==> src/rtl/roulette_ctl_pkg.sv <==
package roulette_ctl_pkg;

  typedef enum logic [1:0] {
    ST_ZERO    = 2'd0,
    ST_SPIN    = 2'd1,
    ST_HOLD    = 2'd2,
    ST_ATTRACT = 2'd3
  } rlState_t;

  typedef struct packed {
    logic clrTimer;
    logic runTimer;
  } rlStrb_t;

endpackage

==> src/rtl/roulette_ctl_dp.sv <==
module roulette_ctl_dp
  import roulette_ctl_pkg::*;
#(
  parameter int HOLD_TICKS = 36000
) (
  input  logic    clk,
  input  logic    rst,
  input  logic    btnRaw,
  input  logic    sampleTick,
  input  rlStrb_t strb,
  output logic    btnSmp,
  output logic    timeout
);
  localparam int CNT_W = (HOLD_TICKS > 2) ? $clog2(HOLD_TICKS) : 1;
  localparam logic [CNT_W-1:0] LAST = CNT_W'(HOLD_TICKS - 1);

  logic [1:0]       syncQ;
  logic [CNT_W-1:0] idleCnt;

  always_ff @(posedge clk) begin
    if (rst) begin
      syncQ  <= '0;
      btnSmp <= 1'b0;
    end else begin
      syncQ <= {syncQ[0], btnRaw};
      if (sampleTick) btnSmp <= syncQ[1];
    end
  end

  assign timeout = strb.runTimer && sampleTick && (idleCnt == LAST);

  always_ff @(posedge clk) begin
    if (rst || strb.clrTimer) idleCnt <= '0;
    else if (strb.runTimer && sampleTick && idleCnt != LAST) idleCnt <= idleCnt + 1'b1;
  end

  // the sampled level moves only on tick cycles
  assert_sample_on_tick_R5: assert property (@(posedge clk) disable iff (rst)
    !sampleTick |=> $stable(btnSmp));

  // counter bounded
  assert_cnt_bound_R10: assert property (@(posedge clk) disable iff (rst)
    idleCnt <= LAST);

  // cleared whenever not running in hold
  assert_cnt_clear_R10: assert property (@(posedge clk) disable iff (rst)
    strb.clrTimer |=> idleCnt == '0);

endmodule

==> src/rtl/roulette_ctl_fsm.sv <==
module roulette_ctl_fsm
  import roulette_ctl_pkg::*;
(
  input  logic    clk,
  input  logic    rst,
  input  logic    btnSmp,
  input  logic    timeout,
  output rlStrb_t strb,
  output logic    zeroEn,
  output logic    spinEn,
  output logic    holdEn,
  output logic    attractEn
);
  rlState_t state, nextState;

  always_comb begin
    nextState = state;
    unique case (state)
      ST_ZERO:    if (btnSmp) nextState = ST_SPIN;
      ST_SPIN:    if (!btnSmp) nextState = ST_HOLD;
      ST_HOLD:    if (btnSmp) nextState = ST_SPIN;
                  else if (timeout) nextState = ST_ATTRACT;
      ST_ATTRACT: if (btnSmp) nextState = ST_SPIN;
      default:    nextState = ST_ZERO;
    endcase
  end

  always_ff @(posedge clk) begin
    if (rst) state <= ST_ZERO;
    else     state <= nextState;
  end

  assign zeroEn    = (state == ST_ZERO);
  assign spinEn    = (state == ST_SPIN);
  assign holdEn    = (state == ST_HOLD);
  assign attractEn = (state == ST_ATTRACT);

  assign strb.runTimer = (state == ST_HOLD);
  assign strb.clrTimer = (state != ST_HOLD);

  // one mode at a time
  assert_one_mode_R2: assert property (@(posedge clk) disable iff (rst)
    $countones({zeroEn, spinEn, holdEn, attractEn}) == 1);

  // sampled press starts a spin
  assert_press_spin_R3: assert property (@(posedge clk) disable iff (rst)
    btnSmp |=> spinEn);

  // sampled release in spin freezes the result
  assert_release_hold_R4: assert property (@(posedge clk) disable iff (rst)
    spinEn && !btnSmp |=> holdEn);

  // attract left only for spin
  assert_attract_exit_R8: assert property (@(posedge clk) disable iff (rst)
    attractEn |=> attractEn || spinEn);

  // zero mode has no timeout
  assert_zero_stays_R9: assert property (@(posedge clk) disable iff (rst)
    zeroEn && !btnSmp |=> zeroEn);

endmodule

==> src/rtl/roulette_play_ctrl.sv <==
module roulette_play_ctrl
  import roulette_ctl_pkg::*;
#(
  parameter int HOLD_TICKS = 36000
) (
  input  logic clk,
  input  logic rst,
  input  logic btnRaw,
  input  logic sampleTick,
  output logic zeroEn,
  output logic spinEn,
  output logic holdEn,
  output logic attractEn
);
  rlStrb_t strb;
  logic    btnSmp;
  logic    timeout;

  roulette_ctl_dp #(.HOLD_TICKS(HOLD_TICKS)) dp_i (
    .clk(clk), .rst(rst), .btnRaw(btnRaw), .sampleTick(sampleTick),
    .strb(strb), .btnSmp(btnSmp), .timeout(timeout)
  );

  roulette_ctl_fsm fsm_i (
    .clk(clk), .rst(rst), .btnSmp(btnSmp), .timeout(timeout),
    .strb(strb), .zeroEn(zeroEn), .spinEn(spinEn),
    .holdEn(holdEn), .attractEn(attractEn)
  );

endmodule

==> config.mk <==
export PLATFORM = sky130hd
export DESIGN_NAME = roulette_play_ctrl
export DESIGN_NICKNAME = d
export VERILOG_FILES = /design/src/rtl/roulette_ctl_pkg.sv /design/src/rtl/roulette_ctl_dp.sv /design/src/rtl/roulette_ctl_fsm.sv /design/src/rtl/roulette_play_ctrl.sv
export SDC_FILE = /design/constraint.sdc
export NUM_CORES = 1
export LEC_CHECK = 0
export BUFFER_PORTS_ARGS = -buffer_cell sky130_fd_sc_hd__buf_2
export CAP_MARGIN = 40
export CORE_ASPECT_RATIO = 0.8
export CORE_MARGIN = 2
export CORE_UTILIZATION = 35
export DETAILED_ROUTE_END_ITERATION = 8
export GPL_ROUTABILITY_DRIVEN = 0
export MAX_ROUTING_LAYER = met4
export PLACE_DENSITY = 0.55
export SETUP_SLACK_MARGIN = 0.1
export SLEW_MARGIN = 10
export SYNTH_ARGS = -nofsm -noshare
export SYNTH_HDL_FRONTEND = slang
export SYNTH_SLANG_ARGS = --single-unit
==> constraint.sdc <==
create_clock -name clk -period 4.4 [get_ports clk]
set_input_delay 0.44 -clock clk [delete_from_list [all_inputs] [get_ports clk]]
set_output_delay 0.44 -clock clk [all_outputs]
set_load 0.005 [all_outputs]
==> qor.yml, run 1 <==
global_route:
  grt_pass1_vias: 808
  antenna_found_initial: 0
  globalRouteMet1Util: 0.206
  grt_max_degree: 17
  top_usage_layer: "met2"
  grt_pass1_wl_um: 3980
  use_met3: 0.0370
  overflow: 0
  gr-usage-met2: 0.223
  track_usage: 0.152
sta:
  rsz0062_at_grt: "no"
  drv_slew: 0
  clock_skew_ns: 0.00951
  hold_viol_final: 0
  max_freq_ghz: 0.488
  finalCriticalPeriod_ns: 2.05
  fin_tns_setup_ns: 0
  worst_pin_slew_ns: 0.571
  max-slew-margin-rel: 0.620
  fin_crit_sh: 0.466
  setup-violations-final: 0
cells_and_area:
  final_net_count: 148
  drive_gt1_frac: 0.102
  synthToLayoutAreaGrowth_pct: 9.33
  fill_cells: 338
  design_area_um2: 1220
  diodes: 0
die:
  die_area_um2: 3650
  ioPinCount: 8
  rows: 18
  die-height_um: 54.5
  core-area_um2: 3060
  start_util: 0.364
  die_w_um: 67.1
clock_network:
  cts_resized: 0
  ctsHoldBuffers: 0
  cts_buffers: 3
  tritoncts: "built"
  clk_pin_slew_worst_paths_ns: 0.08
  cts-root-buf: "clkbuf_8"
  postCtsSetupBuffers: 0
  h-tree-depth: 1
  insertion_delay_ns: 0.26
  cts_sinks: 21
  cts.path.max_buffers: 2
power_and_ir_drop:
  p_per_area_nw_per_um2: 357
  power.switching_uw: 131
  p_seq_frac: 0.477
  ir_drop_mv: 0.271
  swShare: 0.301
  internal_power_uw: 304
  p_leak_uw: 0.000399
  p_comb_frac: 0.230
  pwr-share-clk: 0.293
  total_power_uw: 435
hold_path:
  hp-class: "primary input to flip-flop"
route:
  drt_pass1_iterations: 4
  first_iter_violations: 57
  wire_per_inst_um: 13.1
  ant_nets: 0
  drc: 0
  vias_per_cell: 5.32
  vias: 942
  drt-total-wl_um: 2320
yosys:
  netlist_area_um2: 1110
  synth_top_family_by_area: "simple AND/OR/NAND/NOR gates"
  synthAdderAreaFrac: 0.0674
  synthMuxAreaShare: 0.0180
  syn_avg_cell_area_um2: 8.57
  async_flop_share: 0
  yosysWarnings: 0
  synth_edf_count: 0
  synthXorXnorAreaFrac: 0.0236
  yosys.area_share.simple: 0.306
  synth_compound_area_frac: 0.161
  synth-seq-cells: 21
  syn-num-nets: 140
  synth_cell_types: 34
  ys_seq_area_frac: 0.378
  synth_cells: 130
  synth_flop_cell: "dfxtp_1"
setup_path:
  crit_path_end_kind: "flip-flop"
  crit_arrival_ns: 2.23
  crit_type: "flip-flop to flip-flop"
  critical_path_required_ns: 4.58
  path_max_fanout: 13
  cp-start-kind: "flip-flop"
run:
  cap_violations: 0
place:
  io_buffer_count: 7
  placedInstanceArea_um2: 1170
  hpwl_um: 1620
outcome:
  status: "completed"
==> metal layers <==
metal,vias up,routed length [um]
met5,-,0
met4,0,25
met3,4,68
met2,9,974
met1,435,1250
li1,494,-
==> cell type report <==
| class | instances | area (um2) | share of cell area |
|---|---|---|---|
| multi-input combinational | 98 | 641 | 0.526 |
| inverter | 7 | 26.3 | 0.0216 |
| clock buffer | 4 | 45.0 | 0.0370 |
| tap | 40 | 50.0 | 0.0411 |
| sequential | 21 | 420 | 0.345 |
| timing repair buffer | 7 | 35.0 | 0.0288 |
==> metrics by stage <==
step | worst slack (ns) | hold slack, ns | cells | util
after CTS | 2.36 | 0.388 | 177 | 0.397
after global placement | 2.45 | 0.438 | 173 | 0.383
final | 2.35 | 0.396 | 177 | 0.397
after detailed placement | 2.39 | 0.452 | 173 | 0.383
after floorplan | 2.64 | 0.414 | 130 | -
after global routing | 2.19 | 0.434 | 177 | 0.397
==> sequential cells by signal (all words and copies together) (netlist names) <==
register and cells:
dp_i.idleCnt 16, dp_i.btnSmp 1, dp_i.syncQ 2, fsm_i.state 2
==> Yosys cell counts, drive strengths merged, types with 3 or more instances <==
master  instances  area share
nor2b           3       0.017
nor4            3       0.017
nor2            8       0.027
inv             7       0.024
a21oi          13       0.058
nand2b          5       0.028
nand4           5       0.034
xnor2           3       0.024
nand3           6       0.027
ha              6       0.067
o31ai           7       0.047
or2             4       0.025
dfxtp          21        0.38
o21ai           6       0.027
or4             6       0.040
nand2           8       0.029
==> worst max-delay path, stage by stage, from the launching register on <==
cell	delay (ns)
dfxtp_1	0.36
inv_1	0.10
ha_1	0.32
nand2_2	0.12
or2_1	0.40
or4b_1	0.51
a21oi_1	0.15
==> power groups by stage <==
stage | registers, uW | logic (uW) | clock network (uW)
after floorplan | 209 | 71.8 | 0
after global placement | 211 | 97.4 | 0
after detailed placement | 212 | 99.5 | 0
after CTS | 207 | 101 | 132
after global routing | 209 | 116 | 138
final | 208 | 99.9 | 128
==> cells by family after synthesis <==
family                   count (synthesis)
AO/OA/AOI/OAI                           30
XOR/XNOR                                 3
buffers and inverters                   11
AND/OR/NAND/NOR                         57
multiplexers                             2
flip-flops                              21
adder cells (fa/ha/maj)                  6
==> path summary, 6_finish.rpt <==
check                       from               to  slack (ns)  cells after the start
setup / recovery  fsm_i.state[0]  dp_i.idleCnt[9]        2.35                      6
hold / removal            btnRaw    dp_i.syncQ[0]        0.40                      2
setup reg to reg  fsm_i.state[0]  dp_i.idleCnt[9]        2.35                      6
hold reg to reg    dp_i.syncQ[0]    dp_i.syncQ[1]        0.46                      1
==> layout by cell type, fill, tap and decap left out, types with 3 or more instances in the layout <==
cell	synthesis	final
nor4_1	3	3
or4_1	6	6
nor2b_1	3	3
nand2_1	7	7
o21ai_0	6	6
nor2_1	8	8
o31ai_1	7	7
xnor2_1	3	3
a21oi_1	13	13
nand4_1	4	4
clkbuf_8	0	3
nand2b_1	5	5
dfxtp_1	21	21
buf_2	0	7
inv_1	7	7
ha_1	6	6
nand3_1	6	6
(Power assumes the default switching activity.)
==> run 2: changes to the inputs <==
Clock period 4.4 ns to 2 ns, I/O delays scaled along.
==> run 2 against run 1 <==
- highest routed layer is now met3
- final cell count rose by 2.3%
- clock skew is 0.0022 ns lower
- non-clock buffer count rose by 4
- global-route usage shrank 1.4 points
- wire length down 6.2%
- sequential power rose by 120%
- fmax up 15%
- die area is the same
- sequential share of layout area fell by 0.90 points
- largest power group unchanged
- count of clock-buffer cells in the layout is the same
- via count increased by 1.8%
- first-iteration DRC count is 54% lower
==> qor.yml, run 2 (same netlist as run 1, synthesis figures left out) <==
clock_network:
  cts_resized: 0
  postCtsSetupBuffers: 0
  cts.path.max_buffers: 2
  ctsHoldBuffers: 0
  h-tree-depth: 1
  insertion_delay_ns: 0.26
  tritoncts: "built"
  cts_buffers: 3
  cts_sinks: 21
  clk_pin_slew_worst_paths_ns: 0.08
  cts-root-buf: "clkbuf_8"
cells_and_area:
  drive_gt1_frac: 0.135
  design_area_um2: 1250
  final_cell_mix: "dfxtp_1, a21oi_1, nor2_1"
  final_common_cell: "dfxtp_1"
  largest-register: "dp_i.idleCnt"
  synthToLayoutAreaGrowth_pct: 12.2
  diodes: 0
  multi_input_area_um2: 643
  stdcell_count: 181
  top_regs: "dp_i.idleCnt (16), dp_i.syncQ (2), fsm_i.state (2)"
  regArea_um2: 420
  largest_reg_flops: 16
  final_net_count: 152
  fill_cells: 328
route:
  drt_pass1_iterations: 4
  top_layer: "met3"
  vias: 959
  drt-total-wl_um: 2170
  met3WireLength_um: 52
  ant_nets: 0
  wl_met2_um: 941
  first_iter_violations: 26
  wire_per_inst_um: 12.0
  vias_per_cell: 5.30
  drc: 0
  m1WireLength_um: 1180
setup_path:
  crit_type: "flip-flop to flip-flop"
  crit_arrival_ns: 1.96
  worst_path_most_repeated_cell: "and4_1"
  cp-start-kind: "flip-flop"
  worstPathCellList: "ha_1 -> and4_1 -> and4_1 -> or4_1 -> a21oi_1"
  crit_path_end_kind: "flip-flop"
  path_max_fanout: 7
  cpPeakStageDelay_ns: 0.52
  critical-path-slowest-cell: "or4_1"
  critical_path_required_ns: 2.18
die:
  rows: 18
  start_util: 0.364
  die-height_um: 54.5
  ioPinCount: 8
  die_area_um2: 3650
  core-area_um2: 3060
  die_w_um: 67.1
global_route:
  antenna_found_initial: 0
  overflow: 0
  track_usage: 0.138
  grt_max_degree: 14
  grt_pass1_wl_um: 3640
  grt_pass1_vias: 797
sta:
  hold_ws_ns: 0.153
  clock_skew_ns: 0.00731
  worst_pin_slew_ns: 0.307
  drv_slew: 0
  finalCriticalPeriod_ns: 1.78
  setup-violations-final: 0
  max_freq_ghz: 0.563
  rsz0062_at_grt: "yes"
  max-slew-margin-rel: 0.794
  fin_tns_setup_ns: 0
  hold_viol_final: 0
  fin_crit_sh: 0.888
place:
  io_buffer_count: 7
  hpwl_um: 1580
  placedInstanceArea_um2: 1200
  dp_cells: 177
run:
  cap_violations: 0
power_and_ir_drop:
  swShare: 0.295
  p_per_area_nw_per_um2: 772
  pwr-share-clk: 0.286
  total_power_uw: 965
  p_leak_uw: 0.000422
  internal_power_uw: 680
  ir_drop_mv: 0.385
  power.switching_uw: 284
  p_comb_frac: 0.242
  p_seq_frac: 0.472
outcome:
  status: "completed"
hold_path:
  hp-class: "primary input to flip-flop"
run 2: changes by cell type in the layout (fill, tap and decap cells not counted):
cell,before,now
buf_4,0,4
or2_1,2,1
or2_4,1,2
run 2: layer usage:
metal  vias to the layer above  track usage
met1                       450        0.181
met4                         0       0.0408
li1                        502            -
met3                         0       0.0432
met5                         -            -
met2                         7        0.205
run 2: path summary, 6_finish.rpt:
kind / from / end / slack [ns] / depth (start not counted)
setup / recovery: dp_i.idleCnt[0] / dp_i.idleCnt[8] / 0.22 / 5
hold / removal: btnRaw / dp_i.syncQ[0] / 0.15 / 2
hold reg to reg: dp_i.syncQ[0] / dp_i.syncQ[1] / 0.45 / 1
setup reg to reg: dp_i.idleCnt[0] / dp_i.idleCnt[8] / 0.22 / 5
run 2: layout make-up:
cell class / instances / share of cell area
clock buffer: 4 / 0.0360
multi-input combinational: 98 / 0.515
timing repair buffer: 11 / 0.0521
tap: 40 / 0.0400
sequential: 21 / 0.336
inverter: 7 / 0.0210
run 2: critical path, delay by kind of cell (launching register included):
kind	cells	cell delay [ns]
AND/OR/NAND/NOR	3	0.97
flip-flops	1	0.34
adder cells (fa/ha/maj)	1	0.23
AO/OA/AOI/OAI	1	0.15
run 2: metrics by stage:
step | setup slack (ns) | util
after floorplan | 0.239 | -
after global placement | 0.226 | 0.393
after detailed placement | 0.208 | 0.393
after CTS | 0.184 | 0.407
after global routing | 0.0532 | 0.408
final | 0.224 | 0.408
run 2: power groups by stage:
stage	sequential (uW)	clock [uW]	combinational [uW]
2_1_floorplan	460	0	158
3_3_place_gp	464	0	226
3_5_place_dp	465	0	229
4_1_cts	456	285	231
5_1_grt	458	305	266
6_report	456	275	234
==> run 3: changes to the inputs <==
Settings changed: PLACE_DENSITY 0.55 to unset, PLACE_DENSITY_LB_ADDON set to 0.15.
==> run 3 against run 2 <==
- count of clock-buffer cells in the layout shrank 1
- largest cell class unchanged
- sequential power is essentially flat
- critical path type unchanged
- register-to-register slack is essentially flat
- cell area grew 0.10%
==> qor.yml, run 3 (same netlist as run 1, synthesis figures left out) <==
sta:
  max-slew-margin-rel: 0.770
  fin_tns_setup_ns: 0
  layout_setup_ws_ns: 0.227
  rsz0062_at_grt: "yes"
  setup-violations-final: 0
  fin_crit_sh: 0.886
  max_freq_ghz: 0.564
  clock_skew_ns: 0.00225
  drv_slew: 0
  hold_viol_final: 0
  worst_pin_slew_ns: 0.344
  finalCriticalPeriod_ns: 1.77
place:
  io_buffer_count: 7
  pre_cts_slack_ns: 0.148
  hpwl_um: 1620
  dp_cells: 177
route:
  wire_per_inst_um: 12.0
  drc: 0
  vias: 954
  drt_pass1_iterations: 4
  first_iter_violations: 59
  vias_per_cell: 5.27
  drt-total-wl_um: 2170
  ant_nets: 0
die:
  die_area_um2: 3650
  core-area_um2: 3060
  start_util: 0.364
  ioPinCount: 8
  die-height_um: 54.5
  die_w_um: 67.1
  rows: 18
global_route:
  grt_max_degree: 14
  grt_pass1_wl_um: 3640
  track_usage: 0.138
  grt_pass1_vias: 807
  globalRouteMet1Util: 0.190
  antenna_found_initial: 0
  gr-usage-met2: 0.193
  use_met3: 0.0432
  top_usage_layer: "met2"
  overflow: 0
clock_network:
  cts_buffers: 3
  tritoncts: "built"
  postCtsSetupBuffers: 0
  clk_pin_slew_worst_paths_ns: 0.08
  cts.path.max_buffers: 2
  insertion_delay_ns: 0.26
  cts_sinks: 21
  h-tree-depth: 1
  cts-root-buf: "clkbuf_8"
power_and_ir_drop:
  p_per_area_nw_per_um2: 766
  p_leak_uw: 0.000424
  p_seq_frac: 0.474
  p_comb_frac: 0.240
  swShare: 0.295
  power.switching_uw: 282
  pwr-share-clk: 0.286
  ir_drop_mv: 0.392
  internal_power_uw: 676
cells_and_area:
  synthToLayoutAreaGrowth_pct: 12.4
  stdcell_count: 181
  fill_cells: 323
  post-route-util: 0.408
  final_cell_mix: "dfxtp_1, a21oi_1, nor2_1"
  diodes: 0
  drive_gt1_frac: 0.142
  final_net_count: 152
  multi_input_area_um2: 643
  largest_reg_flops: 16
  top_regs: "dp_i.idleCnt (16), dp_i.syncQ (2), fsm_i.state (2)"
  regArea_um2: 420
  largest-register: "dp_i.idleCnt"
  final_common_cell: "dfxtp_1"
setup_path:
  crit_arrival_ns: 1.97
  cp-start-kind: "flip-flop"
  path_max_fanout: 8
  critical_path_required_ns: 2.20
  crit_path_end_kind: "flip-flop"
  crit_type: "flip-flop to flip-flop"
run:
  cap_violations: 0
outcome:
  status: "completed"
hold_path:
  hp-class: "primary input to flip-flop"
-- run 3: changes by cell type in the layout (fill, tap and decap cells not counted), sizes merged --
cell,previous run,this run
clkbuf,4,3
clkinv,0,1
-- run 3: layout make-up --
type / count / area share
clock buffers: 3 / 0.0330
repair buffers: 11 / 0.0520
flip-flops and latches: 21 / 0.336
inverters: 7 / 0.0210
well taps: 40 / 0.0400
clock inverters: 1 / 0.00400
multi-input cells: 98 / 0.514
-- run 3: power by group through the flow --
stage | clock network, uW | registers, uW | logic (uW)
floorplan | 0 | 460 | 158
global placement | 0 | 464 | 229
detailed placement | 0 | 464 | 230
CTS | 291 | 454 | 232
global route | 314 | 457 | 268
finish | 274 | 454 | 230
-- run 3: final timing paths --
check                  start         endpoint  slack, ns  cells after the start
max          dp_i.idleCnt[0]  dp_i.idleCnt[8]       0.23                      5
min                   btnRaw    dp_i.syncQ[0]       0.15                      2
max reg2reg  dp_i.idleCnt[0]  dp_i.idleCnt[8]       0.23                      5
min reg2reg    dp_i.syncQ[0]    dp_i.syncQ[1]       0.45                      1
-- run 3: critical path, cell delays in order (launching register included) --
cell	delay (ns)
dfxtp_1	0.34
ha_1	0.23
and4_1	0.23
and4_1	0.24
or4_1	0.52
a21oi_1	0.14
-- run 3: metrics by stage --
step | cell area (um2) | total power (uW) | hold WS, ns
2_1_floorplan | 1110 | 618 | 0.269
3_3_place_gp | 1200 | 693 | 0.418
3_5_place_dp | 1200 | 694 | 0.417
4_1_cts | 1250 | 976 | 0.137
5_1_grt | 1250 | 1040 | 0.160
6_report | 1250 | 958 | 0.145
-- run 3: what timing repair did --
| item | 4_1_cts | 5_1_grt |
|---|---|---|
| endpoints found under the setup margin | 0 | 8 |
| resized for setup | 0 | 1 |
| hold buffers | 0 | 0 |
-- run 3: layer usage --
layer  routed length [um]  up-vias
li1                     -      499
met1                 1160      440
met2                  915       13
met3                   80        2
met4                   12        0
met5                    0        -
